[src/rtl/bus_watch_pkg.sv]
package bus_watch_pkg;
  localparam int NUM_CMP = 4;
  localparam int CTRL_W  = 7;

  localparam int BIT_EN       = 0;
  localparam int BIT_RW_SEL   = 1;
  localparam int BIT_RW_CARE  = 2;
  localparam int BIT_SZ_CARE  = 3;
  localparam int BIT_SZ_SEL   = 4;
  localparam int BIT_MODE_LO  = 5;

  localparam logic [1:0] FLD_CTRL = 2'd0;
  localparam logic [1:0] FLD_ADDR = 2'd1;
  localparam logic [1:0] FLD_DATA = 2'd2;
  localparam logic [1:0] FLD_MASK = 2'd3;

  typedef enum logic [1:0] {
    MODE_SIMPLE  = 2'b00,
    MODE_INSIDE  = 2'b01,
    MODE_OUTSIDE = 2'b10,
    MODE_SPARE   = 2'b11
  } rangeMode_e;

  typedef struct packed {
    logic [NUM_CMP-1:0] qual;
    logic               rangeOn;
    logic               rangeInside;
  } cmpStrobe_t;
endpackage

[src/rtl/bus_watch_ctrl.sv]
module bus_watch_ctrl
  import bus_watch_pkg::*;
#(
  parameter int ADDR_W = 16,
  parameter int DATA_W = 16
) (
  input  logic                            clk,
  input  logic                            rstN,
  input  logic                            cfgWrEn,
  input  logic [3:0]                      cfgAddr,
  input  logic [ADDR_W-1:0]               cfgWrData,
  input  logic                            busValid,
  input  logic                            busRead,
  input  logic                            busWord,
  output cmpStrobe_t                      strobe,
  output logic [NUM_CMP-1:0][ADDR_W-1:0]  addrCfg,
  output logic [NUM_CMP-1:0][DATA_W-1:0]  dataCfg,
  output logic [NUM_CMP-1:0][DATA_W-1:0]  maskCfg
);
  logic [NUM_CMP-1:0][CTRL_W-1:0] ctrlReg;
  logic [1:0]                     wrCmp;
  logic [1:0]                     wrFld;
  rangeMode_e                     modeA;

  assign wrCmp = cfgAddr[3:2];
  assign wrFld = cfgAddr[1:0];

  for (genvar i = 0; i < NUM_CMP; i++) begin : g_cmp
    logic rwOk;
    logic sizeOk;
    logic hitSel;

    assign hitSel = cfgWrEn && (wrCmp == 2'(i));

    always_ff @(posedge clk) begin
      if (!rstN) begin
        ctrlReg[i] <= '0;
        addrCfg[i] <= '0;
      end else if (hitSel) begin
        if (wrFld == FLD_CTRL) ctrlReg[i] <= cfgWrData[CTRL_W-1:0];
        if (wrFld == FLD_ADDR) addrCfg[i] <= cfgWrData;
      end
    end

    assign rwOk = !ctrlReg[i][BIT_RW_CARE] ||
                  (ctrlReg[i][BIT_RW_SEL] == busRead);

    if ((i % 2) == 0) begin : g_data
      always_ff @(posedge clk) begin
        if (!rstN) begin
          dataCfg[i] <= '0;
          maskCfg[i] <= '0;
        end else if (hitSel) begin
          if (wrFld == FLD_DATA) dataCfg[i] <= cfgWrData[DATA_W-1:0];
          if (wrFld == FLD_MASK) maskCfg[i] <= cfgWrData[DATA_W-1:0];
        end
      end
      assign sizeOk = 1'b1;
    end else begin : g_size
      assign dataCfg[i] = '0;
      assign maskCfg[i] = '0;
      assign sizeOk = !ctrlReg[i][BIT_SZ_CARE] ||
                      (ctrlReg[i][BIT_SZ_SEL] == busWord);
    end

    assign strobe.qual[i] = busValid && ctrlReg[i][BIT_EN] && rwOk && sizeOk;
  end

  assign modeA = rangeMode_e'(ctrlReg[0][BIT_MODE_LO +: 2]);
  assign strobe.rangeOn     = (modeA == MODE_INSIDE) || (modeA == MODE_OUTSIDE);
  assign strobe.rangeInside = (modeA == MODE_INSIDE);

  AST_QUAL_NEEDS_VALID: assert property (@(posedge clk) disable iff (!rstN)
    (strobe.qual != '0) |-> busValid);
endmodule

[src/rtl/bus_watch_dp.sv]
module bus_watch_dp
  import bus_watch_pkg::*;
#(
  parameter int ADDR_W = 16,
  parameter int DATA_W = 16
) (
  input  logic                            clk,
  input  logic                            rstN,
  input  cmpStrobe_t                      strobe,
  input  logic                            busValid,
  input  logic [ADDR_W-1:0]               busAddr,
  input  logic [DATA_W-1:0]               busData,
  input  logic [NUM_CMP-1:0][ADDR_W-1:0]  addrCfg,
  input  logic [NUM_CMP-1:0][DATA_W-1:0]  dataCfg,
  input  logic [NUM_CMP-1:0][DATA_W-1:0]  maskCfg,
  output logic [NUM_CMP-1:0]              match
);
  logic [NUM_CMP-1:0] singleHit;
  logic [NUM_CMP-1:0] nextMatch;
  logic               aboveMin;
  logic               belowMax;
  logic               inWindow;
  logic               rangeHit;

  for (genvar i = 0; i < NUM_CMP; i++) begin : g_cmp
    logic addrEq;
    logic dataEq;
    assign addrEq = (busAddr == addrCfg[i]);
    if ((i % 2) == 0) begin : g_data
      assign dataEq = (((busData ^ dataCfg[i]) & maskCfg[i]) == '0);
    end else begin : g_addr_only
      assign dataEq = 1'b1;
    end
    assign singleHit[i] = strobe.qual[i] && addrEq && dataEq;
  end

  assign aboveMin = (busAddr >= addrCfg[0]);
  assign belowMax = (busAddr <= addrCfg[1]);
  assign inWindow = aboveMin && belowMax;
  assign rangeHit = strobe.qual[0] && (strobe.rangeInside ? inWindow : !inWindow);

  always_comb begin
    nextMatch = singleHit;
    if (strobe.rangeOn) begin
      nextMatch[0] = rangeHit;
      nextMatch[1] = 1'b0;
    end
  end

  always_ff @(posedge clk) begin
    if (!rstN) match <= '0;
    else       match <= nextMatch;
  end

  AST_IDLE_NO_MATCH: assert property (@(posedge clk) disable iff (!rstN)
    !$past(busValid) |-> (match == '0));

  AST_RANGE_B_QUIET: assert property (@(posedge clk) disable iff (!rstN)
    $past(strobe.rangeOn) |-> !match[1]);

  AST_INSIDE_BOUNDS: assert property (@(posedge clk) disable iff (!rstN)
    (match[0] && $past(strobe.rangeOn && strobe.rangeInside)) |->
      (($past(busAddr) >= $past(addrCfg[0])) && ($past(busAddr) <= $past(addrCfg[1]))));

  AST_OUTSIDE_BOUNDS: assert property (@(posedge clk) disable iff (!rstN)
    (match[0] && $past(strobe.rangeOn && !strobe.rangeInside)) |->
      (($past(busAddr) < $past(addrCfg[0])) || ($past(busAddr) > $past(addrCfg[1]))));

  for (genvar k = 0; k < NUM_CMP; k++) begin : g_chk
    AST_MATCH_NEEDS_QUAL: assert property (@(posedge clk) disable iff (!rstN)
      match[k] |-> $past(strobe.qual[k]));
  end
endmodule

[src/rtl/bus_watch_bank.sv]
module bus_watch_bank
  import bus_watch_pkg::*;
#(
  parameter int ADDR_W = 16,
  parameter int DATA_W = 16
) (
  input  logic              clk,
  input  logic              rstN,
  input  logic              cfgWrEn,
  input  logic [3:0]        cfgAddr,
  input  logic [ADDR_W-1:0] cfgWrData,
  input  logic              busValid,
  input  logic [ADDR_W-1:0] busAddr,
  input  logic [DATA_W-1:0] busData,
  input  logic              busRead,
  input  logic              busWord,
  output logic [3:0]        match
);
  cmpStrobe_t                     strobe;
  logic [NUM_CMP-1:0][ADDR_W-1:0] addrCfg;
  logic [NUM_CMP-1:0][DATA_W-1:0] dataCfg;
  logic [NUM_CMP-1:0][DATA_W-1:0] maskCfg;

  bus_watch_ctrl #(.ADDR_W(ADDR_W), .DATA_W(DATA_W)) ctrl_i (
    .clk(clk), .rstN(rstN), .cfgWrEn(cfgWrEn), .cfgAddr(cfgAddr),
    .cfgWrData(cfgWrData), .busValid(busValid), .busRead(busRead),
    .busWord(busWord), .strobe(strobe), .addrCfg(addrCfg),
    .dataCfg(dataCfg), .maskCfg(maskCfg)
  );

  bus_watch_dp #(.ADDR_W(ADDR_W), .DATA_W(DATA_W)) dp_i (
    .clk(clk), .rstN(rstN), .strobe(strobe), .busValid(busValid),
    .busAddr(busAddr), .busData(busData), .addrCfg(addrCfg),
    .dataCfg(dataCfg), .maskCfg(maskCfg), .match(match)
  );
endmodule

[config.mk]
export PLATFORM = sky130hd
export DESIGN_NAME = bus_watch_bank
export DESIGN_NICKNAME = d
export VERILOG_FILES = /design/src/rtl/bus_watch_pkg.sv /design/src/rtl/bus_watch_ctrl.sv /design/src/rtl/bus_watch_dp.sv /design/src/rtl/bus_watch_bank.sv
export SDC_FILE = /design/constraint.sdc
export NUM_CORES = 1
export LEC_CHECK = 0
export ABC_AREA = 1
export ABC_CLOCK_PERIOD_IN_PS = 3900
export BUFFER_PORTS_ARGS = -buffer_cell sky130_fd_sc_hd__buf_2
export CORE_MARGIN = 3
export CORE_UTILIZATION = 30
export DETAILED_ROUTE_END_ITERATION = 8
export GPL_TIMING_DRIVEN = 0
export PLACE_DENSITY_LB_ADDON = 0.12
export SYNTH_ARGS = -nofsm -noshare
export SYNTH_HDL_FRONTEND = slang
export SYNTH_SLANG_ARGS = --single-unit
export TNS_END_PERCENT = 50
[constraint.sdc]
create_clock -name clk -period 3.9 [get_ports clk]
set_input_delay 0.78 -clock clk [delete_from_list [all_inputs] [get_ports clk]]
set_output_delay 0.78 -clock clk [all_outputs]
set_load 0.01 [all_outputs]
==> results.tsv <==
stage	metric	value	unit
die	fp.dieW	159.1	um
power_and_ir_drop	powerDensity	439.4	nW/um^2
synth	synth_top_area_share	42.68	%
die	die_h	159.1	um
detailed_routing	dr_total_vias	6334	
worst_setup_path	endpoint_kind	flop	
power_and_ir_drop	power	3660	uW
power_and_ir_drop	vdd_drop_max	236.0	uV
worst_setup_path	crit_path_max_incr_delay	0.44	ns
cts	clk_path_buf_depth	2	
synth	synthTopCellsByArea	dfxtp_1 (43%), o21ai_0 (12%), nor2_1 (11%)	
worst_setup_path	required	4.17	ns
die	rows	55	
worst_setup_path	path_buf_inv	1	
sta	fin_tns_setup	0	ns
sta	slew_headroom	45.25	%
synth	yosysMostFrequentCell	nor2_1	
cts	cts_hold_buffers	0	
sta	slew_violations	0	
worst_setup_path	cpMaxStageDelayCell	a2111oi_0	
worst_setup_path	critPathTopFamily	simple AND/OR/NAND/NOR gates	
worst_setup_path	cp_cell_sequence	buf_2, ha_1, nand2_1, nor3_1, nand4_1, a2111oi_0	
synth	yosysUniqueCellTypes	35	
detailed_routing	ant_nets	0	
cts	htreeDepth	4	
worst_setup_path	worstReg2RegEnd	dp_i.match[1]$_SDFF_PP0_	
synth	yosysWarnings	0	
cts	cts_setup_buffers	0	
worst_setup_path	reg2reg_from	ctrl_i.addrCfg[31]$_SDFFE_PN0P_	
worst_setup_path	cp-endpoint	dp_i.match[1]$_SDFF_PP0_	
synth	synth_flop_cell	dfxtp_1	
outcome	outcome	finished, final reports clean	
synth	ys_seq_area_share	42.68	%
die	core	22850	sq um
worst_setup_path	critPathMaxFanout	5	
cts	cts_sinks	150	
grt	antenna_found_initial	0	
cts	clk_latency	0.43	ns
placed_design	port_buffers	57	
sta	fin_crit	2.156	ns
sta	min_period_over_period	55.27	%
final_layout	nets	1123	
sta	max_freq	463.9	MHz
worst_setup_path	worst-endpoint-arrival	2.43	ns
synth	synth_edf_count	0	
synth	async_flop_share	0	%
detailed_routing	drc	0	
die	dieArea	25330	sq um
worst_setup_path	cp-start-kind	input pin	
placed_design	dpl.hpwl	17090	um
cts	post_cts_resized	0	
synth	syn-cell-area	7035	sq um
final_layout	final_cell_area	8330	sq um
grt	grt_max_degree	17	
final_layout	fill_cells	2506	
worst_setup_path	criticalPathCategory	in2reg	
detailed_routing	first_pass_iters	4	
synth	synth_cells	956	
hold_path	hold_class	reg2reg	
sta	rsz0062_at_grt	no	
cts	clkTransAtPathRegs	0.06	ns
synth	synth.largest_area_cell	dfxtp_1	
die	start_util	30.79	%
cts	tritoncts	done	
job	maxCapViolCount	0	
worst_setup_path	cp_num_cells	6	
synth	synth_seq_cells	150	
synth	syn_nets	1047	
detailed_routing	wl	23370	um
cts	cts_buffers	17	
detailed_routing	first_iter_violations	343	
detailed_routing	wire_per_inst	17.22	um
detailed_routing	vias_per_cell	4.668	
sta	final-hold-violation-count	0	
final_layout	num_antenna_cells	0	
grt	grtUsageTotal	18.63	%
grt	grt_pass1_wl	36310	um
grt	grt_pass1_vias	6082	
final_layout	area_growth	18.41	%
worst_setup_path	startpoint	busAddr[15]	
sta	tightest_slew	0.8213	ns
placed_design	gp_congestion	0.8031	
grt	overflow	0	
worst_setup_path	rrSetupSlack	1.92	ns
power_and_ir_drop	p_leak	0.003430	uW
final_layout	drive_gt1_share	11.78	%
die	ioPinCount	62	
synth	ys_top_cells_by_count	nor2_1 (214), o21ai_0 (166), dfxtp_1 (150)	
worst_setup_path	worstRegToRegCells	6	
cts	root_buffer	clkbuf_16	
synth	syn_area_per_cell	7.359	sq um
sta	setup_violations	0	
sta	worst_clock_skew	0.005387	ns
placed_design	placed_cell_area	7712	sq um
-- where the power goes --
part | switching, uW | internal (uW)
Combinational | 218 | 105
Sequential | 15.1 | 1570
Clock | 672 | 1090
Total | 905 | 2760
-- per-layer routing --
layer,up-vias,part of all wire (%),GRT usage [%]
met3,25,2.7,2.940
li1,3303,-,-
met1,2911,49,25.01
met4,0,1.6,5.213
met2,95,47,31.13
met5,-,0,0
-- cell usage in the layout (no fill, tap or decap), drive strengths merged --
| master | instances |
|---|---|
| ha | 33 |
| o21ai | 172 |
| o21a | 2 |
| nand4 | 10 |
| clkinv | 3 |
| a22o | 2 |
| o2111ai | 1 |
| or2 | 10 |
| clkinvlp | 2 |
| buf | 76 |
| inv | 89 |
| o21bai | 1 |
| o22ai | 1 |
| o211ai | 1 |
| nor2 | 216 |
| a221oi | 3 |
| nand3 | 17 |
| nor4 | 5 |
| a2111oi | 1 |
| dfxtp | 150 |
| xnor2 | 20 |
| xor2 | 12 |
| a21o | 4 |
| bufinv | 3 |
| a211oi | 1 |
| nand2 | 70 |
| o221ai | 1 |
| a21oi | 83 |
| nor3 | 8 |
| clkbuf | 47 |
-- metrics by stage --
stage / hold slack, ns / std cells / worst slack, ns / utilization, %
2_1_floorplan: 0.4190 / 956 / 1.984 / -
3_3_place_gp: 0.4320 / 1326 / 1.201 / 33.76
3_5_place_dp: 0.4346 / 1326 / 1.204 / 33.76
4_1_cts: 0.4444 / 1357 / 1.636 / 36.46
5_1_grt: 0.4611 / 1357 / 1.573 / 36.46
6_report: 0.4442 / 1357 / 1.744 / 36.46
-- worst reg2reg max path: stages (launching register included) --
cell	delay, ns
dfxtp_1	0.30
inv_1	0.05
ha_1	0.29
nand2_1	0.09
nor3_1	0.42
nand4_1	0.23
a2111oi_0	0.44
-- state kept, by name, indices dropped and copies added, names as in the netlist --
name and cells:
ctrl_i.ctrlReg 18, ctrl_i.maskCfg 32, dp_i.match 4, ctrl_i.addrCfg 64, ctrl_i.dataCfg 32
-- area by class of cell --
class,count,area (sq um),share of cell area (%)
Multi-Input combinational cell,674,3511,42.14
Sequential cell,150,3003,36.05
Clock buffer,23,498.0,5.978
Tap cell,313,391.6,4.701
Inverter,89,334.1,4.010
Timing Repair Buffer,57,285.3,3.424
Buffer,43,187.7,2.253
Clock inverter,8,120.1,1.442
-- cells by family (layout without fill, tap and decap cells) --
logic type / Yosys count / count (layout) / synth area share, %
AND/OR/NAND/NOR: 336 / 336 / 19.86
flip-flops: 150 / 150 / 42.68
XOR/XNOR: 32 / 32 / 3.984
AO/OA/AOI/OAI: 273 / 273 / 20.19
buffers and inverters: 132 / 220 / 7.416
adder cells (fa/ha/maj): 33 / 33 / 5.869
-- how the worst min path moves through the flow --
stage                                     from                         endpoint  depth (start not counted)
2_1_floorplan   ctrl_i.ctrlReg[9]$_SDFFE_PN0P_         dp_i.match[1]$_SDFF_PP0_                          1
3_3_place_gp   ctrl_i.maskCfg[10]$_SDFFE_PN0P_  ctrl_i.maskCfg[10]$_SDFFE_PN0P_                          2
3_5_place_dp    ctrl_i.maskCfg[5]$_SDFFE_PN0P_   ctrl_i.maskCfg[5]$_SDFFE_PN0P_                          2
4_1_cts         ctrl_i.maskCfg[5]$_SDFFE_PN0P_   ctrl_i.maskCfg[5]$_SDFFE_PN0P_                          2
5_1_grt         ctrl_i.maskCfg[8]$_SDFFE_PN0P_   ctrl_i.maskCfg[8]$_SDFFE_PN0P_                          2
6_report       ctrl_i.maskCfg[10]$_SDFFE_PN0P_  ctrl_i.maskCfg[10]$_SDFFE_PN0P_                          2
No activity file was read; power rests on OpenSTA's default activity.
